===== src/rtl/ser_word_rx_pkg.sv =====
package ser_word_rx_pkg;

    typedef enum logic {
        RX_IDLE  = 1'b0,
        RX_SHIFT = 1'b1
    } rx_state_e;

    // type code values
    localparam logic [1:0] DT_ZERO_FILL = 2'b00;
    localparam logic [1:0] DT_SIGN_EXT  = 2'b01;

endpackage


===== src/rtl/ser_bit_sampler.sv =====
module ser_bit_sampler (
    input  logic clk,
    input  logic rst_n,
    input  logic ser_clk,
    input  logic fsync,
    input  logic sdata,
    output logic bit_stb,
    output logic fs_smp,
    output logic dat_smp
);

    typedef struct packed {
        logic clk_now;
        logic clk_old;
        logic fs;
        logic dat;
    } smp_t;

    smp_t smp_d, smp_q;

    always_comb begin
        smp_d         = smp_q;
        smp_d.clk_now = ser_clk;
        smp_d.clk_old = smp_q.clk_now;
        smp_d.fs      = fsync;
        smp_d.dat     = sdata;
    end

    always_ff @(posedge clk or negedge rst_n) begin
        if (!rst_n) smp_q <= '0;
        else        smp_q <= smp_d;
    end

    // one strobe per rising bit-clock edge; line values taken in the same sample
    assign bit_stb = smp_q.clk_now & ~smp_q.clk_old;
    assign fs_smp  = smp_q.fs;
    assign dat_smp = smp_q.dat;

endmodule


===== src/rtl/ser_deframer.sv =====
module ser_deframer
    import ser_word_rx_pkg::*;
#(
    parameter int DATA_W      = 32,
    parameter int LEN_W       = 5,
    parameter int DSP_MIN_LEN = 3,
    parameter int I2S_MIN_LEN = 8
) (
    input  logic              clk,
    input  logic              rst_n,
    input  logic              bit_stb,
    input  logic              fs_smp,
    input  logic              dat_smp,
    input  logic              cfg_en,
    input  logic              cfg_i2s,
    input  logic              cfg_lsb_first,
    input  logic [1:0]        cfg_dtype,
    input  logic [LEN_W-1:0]  cfg_len_field,
    input  logic              cfg_pack,
    output logic              word_done,
    output logic [DATA_W-1:0] word_raw,
    output logic [LEN_W-1:0]  word_len_m1,
    output logic [1:0]        word_dtype,
    output logic              word_pack,
    output logic              len_clamp_evt
);

    localparam logic [LEN_W-1:0] DSP_MIN_M1 = LEN_W'(DSP_MIN_LEN - 1);
    localparam logic [LEN_W-1:0] I2S_MIN_M1 = LEN_W'(I2S_MIN_LEN - 1);

    typedef struct packed {
        rx_state_e          st;
        logic [LEN_W-1:0]   cnt;
        logic [DATA_W-1:0]  acc;
        logic [LEN_W-1:0]   len_m1;
        logic               lsb;
        logic [1:0]         dtype;
        logic               pack;
        logic               done;
        logic [DATA_W-1:0]  o_word;
        logic [LEN_W-1:0]   o_len_m1;
        logic [1:0]         o_dtype;
        logic               o_pack;
        logic               clamp;
    } dfr_t;

    dfr_t dfr_d, dfr_q;

    logic [LEN_W-1:0]  min_m1;
    logic [DATA_W-1:0] nxt_acc;
    logic              last_bit;

    always_comb begin
        min_m1   = cfg_i2s ? I2S_MIN_M1 : DSP_MIN_M1;
        nxt_acc  = dfr_q.lsb
                 ? (dfr_q.acc | ({{(DATA_W-1){1'b0}}, dat_smp} << dfr_q.cnt))
                 : {dfr_q.acc[DATA_W-2:0], dat_smp};
        last_bit = (dfr_q.cnt == dfr_q.len_m1);

        dfr_d       = dfr_q;
        dfr_d.done  = 1'b0;
        dfr_d.clamp = 1'b0;

        if (!cfg_en) begin
            dfr_d.st  = RX_IDLE;
            dfr_d.cnt = '0;
        end else if (bit_stb) begin
            if (dfr_q.st == RX_SHIFT) begin
                dfr_d.acc = nxt_acc;
                if (last_bit) begin
                    dfr_d.done     = 1'b1;
                    dfr_d.o_word   = nxt_acc;
                    dfr_d.o_len_m1 = dfr_q.len_m1;
                    dfr_d.o_dtype  = dfr_q.dtype;
                    dfr_d.o_pack   = dfr_q.pack;
                    dfr_d.st       = RX_IDLE;
                    dfr_d.cnt      = '0;
                end else begin
                    dfr_d.cnt = dfr_q.cnt + 1'b1;
                end
            end
            // a frame sync opens a word when idle or on a word's final edge
            if (fs_smp && (dfr_q.st == RX_IDLE || last_bit)) begin
                dfr_d.st     = RX_SHIFT;
                dfr_d.cnt    = '0;
                dfr_d.acc    = '0;
                dfr_d.lsb    = cfg_lsb_first & ~cfg_i2s;
                dfr_d.dtype  = cfg_dtype;
                dfr_d.pack   = cfg_pack;
                if (cfg_len_field < min_m1) begin
                    dfr_d.len_m1 = min_m1;
                    dfr_d.clamp  = 1'b1;
                end else begin
                    dfr_d.len_m1 = cfg_len_field;
                end
            end
        end
    end

    always_ff @(posedge clk or negedge rst_n) begin
        if (!rst_n) dfr_q <= '0;
        else        dfr_q <= dfr_d;
    end

    assign word_done     = dfr_q.done;
    assign word_raw      = dfr_q.o_word;
    assign word_len_m1   = dfr_q.o_len_m1;
    assign word_dtype    = dfr_q.o_dtype;
    assign word_pack     = dfr_q.o_pack;
    assign len_clamp_evt = dfr_q.clamp;

endmodule


===== src/rtl/ser_formatter.sv =====
module ser_formatter
    import ser_word_rx_pkg::*;
#(
    parameter int DATA_W = 32,
    parameter int LEN_W  = 5
) (
    input  logic [DATA_W-1:0] raw,
    input  logic [LEN_W-1:0]  len_m1,
    input  logic [1:0]        dtype,
    output logic [DATA_W-1:0] fmt,
    output logic              unsup
);

    logic top_bit;
    logic fill_bit;

    always_comb begin
        unsup    = dtype[1];
        top_bit  = raw[len_m1];
        fill_bit = (dtype == DT_SIGN_EXT) ? top_bit : 1'b0;
        for (int i = 0; i < DATA_W; i++) begin
            fmt[i] = (i <= int'(len_m1)) ? raw[i] : fill_bit;
        end
    end

endmodule


===== src/rtl/ser_out_stage.sv =====
module ser_out_stage #(
    parameter int DATA_W = 32
) (
    input  logic              clk,
    input  logic              rst_n,
    input  logic              cfg_en,
    input  logic              in_stb,
    input  logic [DATA_W-1:0] in_word,
    input  logic              in_pack,
    input  logic              in_unsup,
    input  logic              len_clamp_evt,
    output logic [DATA_W-1:0] out_data,
    output logic              out_valid,
    input  logic              out_ready,
    output logic              err_len,
    output logic              err_unsup,
    output logic              err_ovf
);

    localparam int HALF_W = DATA_W / 2;

    typedef struct packed {
        logic              half_vld;
        logic [HALF_W-1:0] half;
        logic [DATA_W-1:0] data;
        logic              vld;
        logic              f_len;
        logic              f_uns;
        logic              f_ovf;
    } ost_t;

    ost_t ost_d, ost_q;

    logic              emit;
    logic [DATA_W-1:0] emit_word;

    always_comb begin
        ost_d     = ost_q;
        emit      = 1'b0;
        emit_word = in_word;

        if (ost_q.vld && out_ready) ost_d.vld = 1'b0;

        if (!cfg_en) ost_d.half_vld = 1'b0;

        if (in_stb) begin
            if (in_pack) begin
                if (!ost_q.half_vld) begin
                    ost_d.half     = in_word[HALF_W-1:0];
                    ost_d.half_vld = 1'b1;
                end else begin
                    emit           = 1'b1;
                    emit_word      = {ost_q.half, in_word[HALF_W-1:0]};
                    ost_d.half_vld = 1'b0;
                end
            end else begin
                emit           = 1'b1;
                ost_d.half_vld = 1'b0;
            end
            if (in_unsup) ost_d.f_uns = 1'b1;
        end

        if (emit) begin
            if (ost_q.vld && !out_ready) ost_d.f_ovf = 1'b1;
            ost_d.data = emit_word;
            ost_d.vld  = 1'b1;
        end

        if (len_clamp_evt) ost_d.f_len = 1'b1;
    end

    always_ff @(posedge clk or negedge rst_n) begin
        if (!rst_n) ost_q <= '0;
        else        ost_q <= ost_d;
    end

    assign out_data  = ost_q.data;
    assign out_valid = ost_q.vld;
    assign err_len   = ost_q.f_len;
    assign err_unsup = ost_q.f_uns;
    assign err_ovf   = ost_q.f_ovf;

endmodule


===== src/rtl/ser_word_rx.sv =====
module ser_word_rx #(
    parameter int  DATA_W      = 32,
    parameter int  DSP_MIN_LEN = 3,
    parameter int  I2S_MIN_LEN = 8,
    localparam int LEN_W       = $clog2(DATA_W)
) (
    input  logic              clk,
    input  logic              rst_n,
    input  logic              ser_clk,
    input  logic              fsync,
    input  logic              sdata,
    input  logic              cfg_en,
    input  logic              cfg_i2s,
    input  logic              cfg_lsb_first,
    input  logic [1:0]        cfg_dtype,
    input  logic [LEN_W-1:0]  cfg_len_field,
    input  logic              cfg_pack,
    output logic [DATA_W-1:0] out_data,
    output logic              out_valid,
    input  logic              out_ready,
    output logic              err_len,
    output logic              err_unsup,
    output logic              err_ovf
);

    logic              bit_stb;
    logic              fs_smp;
    logic              dat_smp;
    logic              w_done;
    logic [DATA_W-1:0] w_raw;
    logic [LEN_W-1:0]  w_len_m1;
    logic [1:0]        w_dtype;
    logic              w_pack;
    logic              w_clamp;
    logic [DATA_W-1:0] w_fmt;
    logic              w_unsup;

    ser_bit_sampler u_smp (
        .clk     (clk),
        .rst_n   (rst_n),
        .ser_clk (ser_clk),
        .fsync   (fsync),
        .sdata   (sdata),
        .bit_stb (bit_stb),
        .fs_smp  (fs_smp),
        .dat_smp (dat_smp)
    );

    ser_deframer #(
        .DATA_W      (DATA_W),
        .LEN_W       (LEN_W),
        .DSP_MIN_LEN (DSP_MIN_LEN),
        .I2S_MIN_LEN (I2S_MIN_LEN)
    ) u_dfr (
        .clk           (clk),
        .rst_n         (rst_n),
        .bit_stb       (bit_stb),
        .fs_smp        (fs_smp),
        .dat_smp       (dat_smp),
        .cfg_en        (cfg_en),
        .cfg_i2s       (cfg_i2s),
        .cfg_lsb_first (cfg_lsb_first),
        .cfg_dtype     (cfg_dtype),
        .cfg_len_field (cfg_len_field),
        .cfg_pack      (cfg_pack),
        .word_done     (w_done),
        .word_raw      (w_raw),
        .word_len_m1   (w_len_m1),
        .word_dtype    (w_dtype),
        .word_pack     (w_pack),
        .len_clamp_evt (w_clamp)
    );

    ser_formatter #(
        .DATA_W (DATA_W),
        .LEN_W  (LEN_W)
    ) u_fmt (
        .raw    (w_raw),
        .len_m1 (w_len_m1),
        .dtype  (w_dtype),
        .fmt    (w_fmt),
        .unsup  (w_unsup)
    );

    ser_out_stage #(
        .DATA_W (DATA_W)
    ) u_out (
        .clk           (clk),
        .rst_n         (rst_n),
        .cfg_en        (cfg_en),
        .in_stb        (w_done),
        .in_word       (w_fmt),
        .in_pack       (w_pack),
        .in_unsup      (w_unsup),
        .len_clamp_evt (w_clamp),
        .out_data      (out_data),
        .out_valid     (out_valid),
        .out_ready     (out_ready),
        .err_len       (err_len),
        .err_unsup     (err_unsup),
        .err_ovf       (err_ovf)
    );

endmodule


===== config.mk =====
export PLATFORM = sky130hd
export DESIGN_NAME = ser_word_rx
export DESIGN_NICKNAME = d
export VERILOG_FILES = /design/src/rtl/ser_word_rx_pkg.sv /design/src/rtl/ser_bit_sampler.sv /design/src/rtl/ser_deframer.sv /design/src/rtl/ser_formatter.sv /design/src/rtl/ser_out_stage.sv /design/src/rtl/ser_word_rx.sv
export SDC_FILE = /design/constraint.sdc
export NUM_CORES = 1
export LEC_CHECK = 0
export BUFFER_PORTS_ARGS = -buffer_cell sky130_fd_sc_hd__buf_2
export CAP_MARGIN = 25
export CORE_ASPECT_RATIO = 0.8
export CORE_UTILIZATION = 45
export DETAILED_ROUTE_END_ITERATION = 6
export GPL_TIMING_DRIVEN = 0
export PLACE_DENSITY_LB_ADDON = 0.15
export SLEW_MARGIN = 15
export SYNTH_ARGS = -nofsm -noshare
export SYNTH_HDL_FRONTEND = slang
export SYNTH_SLANG_ARGS = --single-unit

===== constraint.sdc =====
create_clock -name clk -period 3 [get_ports clk]
set_clock_uncertainty 0.05 [all_clocks]
set_input_delay 0.15 -clock clk [delete_from_list [all_inputs] [get_ports clk]]
set_output_delay 0.15 -clock clk [all_outputs]
set_load 0.02 [all_outputs]

Word-level counts from Yosys, hierarchy flattened
Cells that the tools add are included.
{"block": "classes", "add_sub_neg": 1, "n_bitwise": 7, "n_reduce_logical": 14, "muxes": 62, "magnitude_cmp": 33, "eq_ne": 5, "shift": 1}
{"operator": "$mux W32", "n": 4}
{"operator": "$mux W89", "n": 1}
{"operator": "$mux W41", "n": 2}
{"operator": "$le A5 B5 Y1 const A", "n": 16}
{"operator": "$mux W47", "n": 1}
{"operator": "$mux W1", "n": 44}
{"operator": "$mux W42", "n": 1}
{"operator": "$le A4 B5 Y1 const A", "n": 8}
{"operator": "$mux W38", "n": 1}
{"operator": "$mux W16", "n": 2}
{"operator": "$or A32 B32 Y32", "n": 1}
{"operator": "$shl A1 B5 Y32", "n": 1}
{"operator": "$le A3 B5 Y1 const A", "n": 4}
{"operator": "$mux W17", "n": 1}
{"operator": "$le A2 B5 Y1 const A", "n": 2}
{"operator": "$mux W5", "n": 2}
{"operator": "$reduce_and A3 Y1", "n": 3}
{"operator": "$lt A5 B6 Y1 const B", "n": 1}
{"operator": "$mux W6", "n": 1}
{"operator": "$reduce_and A2 Y1", "n": 3}
{"operator": "$add A5 B1 Y5 const B", "n": 1}
{"operator": "$bmux W1 S5", "n": 1}
{"operator": "$eq A5 B5 Y1", "n": 1}
{"operator": "$le A1 B5 Y1 const A", "n": 1}
{"operator": "12 further kinds", "n": 20}
{"block": "totals", "in_bits": 17, "word_cells": 147, "output_inout_bits": 36, "ff_bits": 146}

Depth between registers and ports, before layout
{"block": "depth", "ltp_word": 7, "depth_mapped": 8, "mapped_depth_nobuf": 6}

Modules after synthesis
From an unflattened synthesis, not the netlist that was laid out.
{"block": "unflattened", "cells_unflattened": 690, "area_unflattened_um2": 7826.3}
{"mod": "ser_deframer", "area_each_um2": 4380.5, "seq_area_each_um2": 2227.1, "cells_per_inst": 394, "n_inst": 1}
{"mod": "ser_out_stage", "area_each_um2": 2374.8, "seq_area_each_um2": 1326.3, "cells_per_inst": 171, "n_inst": 1}
{"mod": "ser_formatter", "area_each_um2": 957.2, "seq_area_each_um2": 0.0, "cells_per_inst": 120, "n_inst": 1}
{"mod": "ser_bit_sampler", "area_each_um2": 113.9, "seq_area_each_um2": 100.1, "cells_per_inst": 5, "n_inst": 1}

Least setup slack after synthesis
Ideal clock, no wire load.
{"block": "synth_path", "path_kind": "register to register", "start": "reg u_dfr.dfr_q (netlist bit u_dfr.word_len_m1[1])", "end": "reg u_out.ost_q (netlist bit u_out.out_data[10])", "arrival_time_ns": 1.997, "path_buffers": 2, "slack_ns": 0.809, "synth_period_minus_slack_ns": 2.191, "setup_ns": 0.143, "path_stages_with_launch": 8, "required_ns": 2.807, "cell_sequence": "dfrtp_1 mux4_1 mux2_2 a221o_1 buf_6 nand3_4 buf_12 o221ai_2"}
{"block": "synth_between", "elab_chain_cells": 7, "elab_cells_between_ends": 8, "classes_between": "order compare (1); mux (7)"}
{"element": "from (decl)", "line_no": "ser_deframer.sv:47", "rtl": "dfr_t dfr_d, dfr_q;"}
{"element": "from (signal assigned)", "line_no": "ser_deframer.sv:102", "rtl": "else dfr_q <= dfr_d;"}
{"element": "$bmux W1 S5", "line_no": "ser_formatter.sv:19", "rtl": "top_bit = raw[len_m1];"}
{"element": "$mux W1 (implied by the code)", "line_no": "ser_formatter.sv:19"}
{"element": "$mux W1", "line_no": "ser_formatter.sv:20", "rtl": "fill_bit = (dtype == DT_SIGN_EXT) ? top_bit : 1'b0;"}
{"element": "$mux W1 *", "line_no": "ser_formatter.sv:22", "rtl": "fmt[i] = (i <= int'(len_m1)) ? raw[i] : fill_bit;"}
{"element": "$mux W32", "line_no": "ser_out_stage.sv:48", "rtl": "if (!ost_q.half_vld) begin"}
{"element": "$mux W32", "line_no": "ser_out_stage.sv:47", "rtl": "if (in_pack) begin"}
{"element": "$mux W32 *", "line_no": "ser_out_stage.sv:46", "rtl": "if (in_stb) begin"}
{"element": "to (signal assigned)", "line_no": "ser_out_stage.sv:74", "rtl": "else ost_q <= ost_d;"}
{"element": "to (decl)", "line_no": "ser_out_stage.sv:32", "rtl": "ost_t ost_d, ost_q;"}
Every way passes the cells marked *; elsewhere a longest branch is shown, timed or not. The select of a mux whose other input is x is not followed.
A chain may end at the register's enable or synchronous reset.

Worst setup path after layout
{"block": "layout_path", "start": "reg u_dfr.dfr_q[85] (netlist name)", "end": "reg u_dfr.dfr_q (netlist bit u_dfr.word_dtype[1])"}
{"block": "layout_between", "elab_chain_cells": 2}
{"element": "$eq A5 B5 Y1", "line_no": "ser_deframer.sv:58", "rtl": "last_bit = (dfr_q.cnt == dfr_q.len_m1);"}
{"element": "$reduce_and A4 Y1 (no line)"}
No other way between the ends.

==> results.toml <==
[clock_network]
h-tree-depth = 4
cts.path.max_buffers = 2
numCtsBuffers = 17
clock-sinks = 146
clk_latency_ns = 0.44
clk_pin_slew_worst_paths_ns = 0.06
cts_tree = "done"
cts_root_buf = "clkbuf_16"

[yosys]
synth_area_leader_cell = "dfrtp_1"
synth_cells = 802
yosys-top-cells-area = "dfrtp_1 (48%), o21ai_0 (7.2%), nand2_1 (6.9%)"
ys.flop_type = "dfrtp_1"
synth.top_cell.area_share_pct = 48.1
ys_seq_area_share_pct = 48.1
synth-edff-count = 0
yosysWarnings = 0
synthArstFlopShare_pct = 100
syn_area_mm2 = 0.00759
syn_area_per_cell_um2 = 9.47
ys_seq_elements = 146
synth_fp_nets = 821
yosys.cell_types.count = 60

[grt]
gr-total-overflow = 0
antenna_found_initial = 0
grt_use_total_pct = 27.1
grt_pass1_wl_um = 35400
grt_pass1_vias = 6276
grt_max_degree = 85

[placement]
dp_slack_ns = 0.341
dpl_cell_area_mm2 = 0.00817
portBuffers = 52
place_congestion = 0.923
hpwl_um = 16300
place_inst = 1075

[finish]
final_common_cell = "dfrtp_1"
layout.nets = 906
design_area_mm2 = 0.00887
diodes = 0
layout_common_cells = "dfrtp_1 (146), nand2_1 (140), o21ai_0 (109)"
drive_gt1_share_pct = 18.4
stdcell_count = 1120
fill_cells = 1518
area_delta_synth_final_pct = 16.8

[critical_path]
crit_buf_inv = 3
critPathMaxFanout = 10
r2r_slack_ns = 0.39
path_class = "register to register"
required_ns = 3.27
cp.arrival_ns = 2.88
path_cells = "clkbuf_1 -> xor2_1 -> nor2_1 -> nand3_1 -> clkbuf_1 -> clkbuf_1 -> mux2_2"
r2r_end = "u_dfr.word_dtype[1]"
crit_path_max_incr_delay_ns = 0.48
ff2ff_path_depth = 7
startpoint_type = "register"
crit_path_frequent_cell = "clkbuf_1"
slowest_stage = "clkbuf_1"
critical-path-top-delay-family = "buffers and inverters"
crit_path_end_kind = "register"
r2r_start = "u_dfr.dfr_q[85]"

[sta]
hold_viol_final = 0
maxSlewViolCount = 0
finalCriticalPeriod_ns = 2.61
tns_ns = 0
worstMarginPinSlew_ns = 0.858
finalSetupViolations = 0
fin_crit_sh_pct = 87.0
slew_headroom_pct = 42.8
layout_setup_ws_ns = 0.390
grt_setup_unrepaired = "no"
clock.fmax_mhz = 383

[die]
die_height_um = 118
top_level_ports = 53
die-width_um = 147
core_mm2 = 0.0165
dieArea_mm2 = 0.0174
start_util_pct = 46.0
num_rows = 42

[detailed_routing]
drc = 1
drt-wirelength-per-cell_um = 19.7
drtPass1Iterations = 7
num_vias = 6722
drt_iter0_markers = 780
ant_nets = 0
vias_per_cell = 6.00
totalWireLength_um = 22100

[hold_path]
min_from = "cfg_en"
hold_path.class = "input pin to register"
holdPathStages = 3
hold_end = "u_dfr.dfr_q[83]"

[pwr]
power.leakage_nw = 4.01
p_per_area_mw_per_mm2 = 554
vdd_drop_max_uv = 409

[job]
cap_violations = 0

[status]
violations = "design-rule violations"
outcome = "complete, but fails checks"
[worst register-to-register path: cells and delay by family, from the launching register on]
family / cells / cell delay (ns)
buf+inv: 3 / 1.27
mux: 1 / 0.40
flops: 1 / 0.32
simple gates: 2 / 0.26
xor+xnor: 1 / 0.18
[cells in the mapped netlist, types with 8 or more instances]
master,count
a21oi_1,26
o21bai_1,18
mux2_2,23
o221ai_1,17
o21ai_0,109
inv_1,26
nand2_1,140
nor2_1,31
a211o_1,8
clkbuf_1,47
nand3_1,18
o211ai_1,8
o22ai_1,12
dfrtp_1,146
buf_4,32
a211oi_1,16
[where the power goes]
part | total (mW) | internal [mW] | switching (mW)
sequential | 2.17 | 2.07 | 0.0979
combinational | 0.638 | 0.246 | 0.392
clock | 2.11 | 1.26 | 0.843
total | 4.92 | 3.58 | 1.33
[routing by layer]
| metal | up-vias | track usage (%) | share of wire [%] | wire length, um |
|---|---|---|---|---|
| met5 | - | 0 | 0 | 0 |
| met4 | 0 | 7.93 | 1.5 | 324 |
| met3 | 32 | 6.25 | 8.9 | 1980 |
| met2 | 331 | 38.3 | 43 | 9530 |
| met1 | 3350 | 41.1 | 46 | 10300 |
| li1 | 3009 | - | - | - |
[cell type report]
class | count | area [um^2] | share of cell area (%)
sequential | 146 | 3650 | 41.2
multi-input combinational | 540 | 3340 | 37.6
buffer | 90 | 508 | 5.73
clock buffer | 23 | 468 | 5.27
timing repair buffer | 66 | 428 | 4.82
tap | 220 | 275 | 3.10
clock inverter | 9 | 106 | 1.20
inverter | 26 | 97.6 | 1.10
[per-stage QoR]
step                      utilization, %  hold WS (ns)  power (mW)
after global placement              49.3         0.209        2.80
after detailed placement            49.5        0.0773        2.82
final                               53.8        0.0158        4.92
after CTS                           53.8        0.0101        4.93
after global routing                53.8        0.0369        5.10
after floorplan                        -        -0.196        2.58
[sequential cells by signal (all words and copies together) (netlist names)]
signal               flops
u_smp.smp_q              1
u_dfr.len_clamp_evt      1
u_smp.smp_d              1
u_dfr.word_dtype         2
u_dfr.word_raw          32
u_out.out_data          32
u_dfr.word_pack          1
u_out.err_ovf            1
u_smp.fs_smp             1
u_dfr.word_done          1
u_dfr.dfr_q             47
u_out.err_len            1
u_smp.dat_smp            1
u_out.err_unsup          1
u_dfr.word_len_m1        5
u_out.ost_q             17
u_out.out_valid          1
[timing repair]
action,in CTS,in global routing
hold buffers,13,0
setup endpoints to repair,0,0
endpoints found under the hold margin,75,0
buffers inserted,0,0
gates resized for setup,0,0
[cell families after synthesis]
kind of cell             Yosys count  synth area share, %
multiplexers                      35                 6.13
AO/OA/AOI/OAI                    261                 22.7
adder cells (fa/ha/maj)            2                0.329
buffers and inverters            116                 7.97
AND/OR/NAND/NOR                  237                 14.2
flip-flops                       146                 48.1
XOR/XNOR                           5                0.577
[worst max path at each step]
stage | startpoint | end | cells after the start
finish | u_dfr.dfr_q[85] | u_dfr.word_dtype[1] | 7
global route | u_dfr.dfr_q[83] | u_dfr.word_dtype[1] | 7
CTS | u_dfr.dfr_q[85] | u_dfr.word_dtype[1] | 7
detailed placement | u_dfr.dfr_q[83] | u_dfr.word_dtype[1] | 7
global placement | rst_n | u_dfr.dfr_q[78] | 1
floorplan | u_dfr.word_len_m1[1] | u_out.out_data[10] | 7
Note: power is estimated with default switching activity, not from simulation.
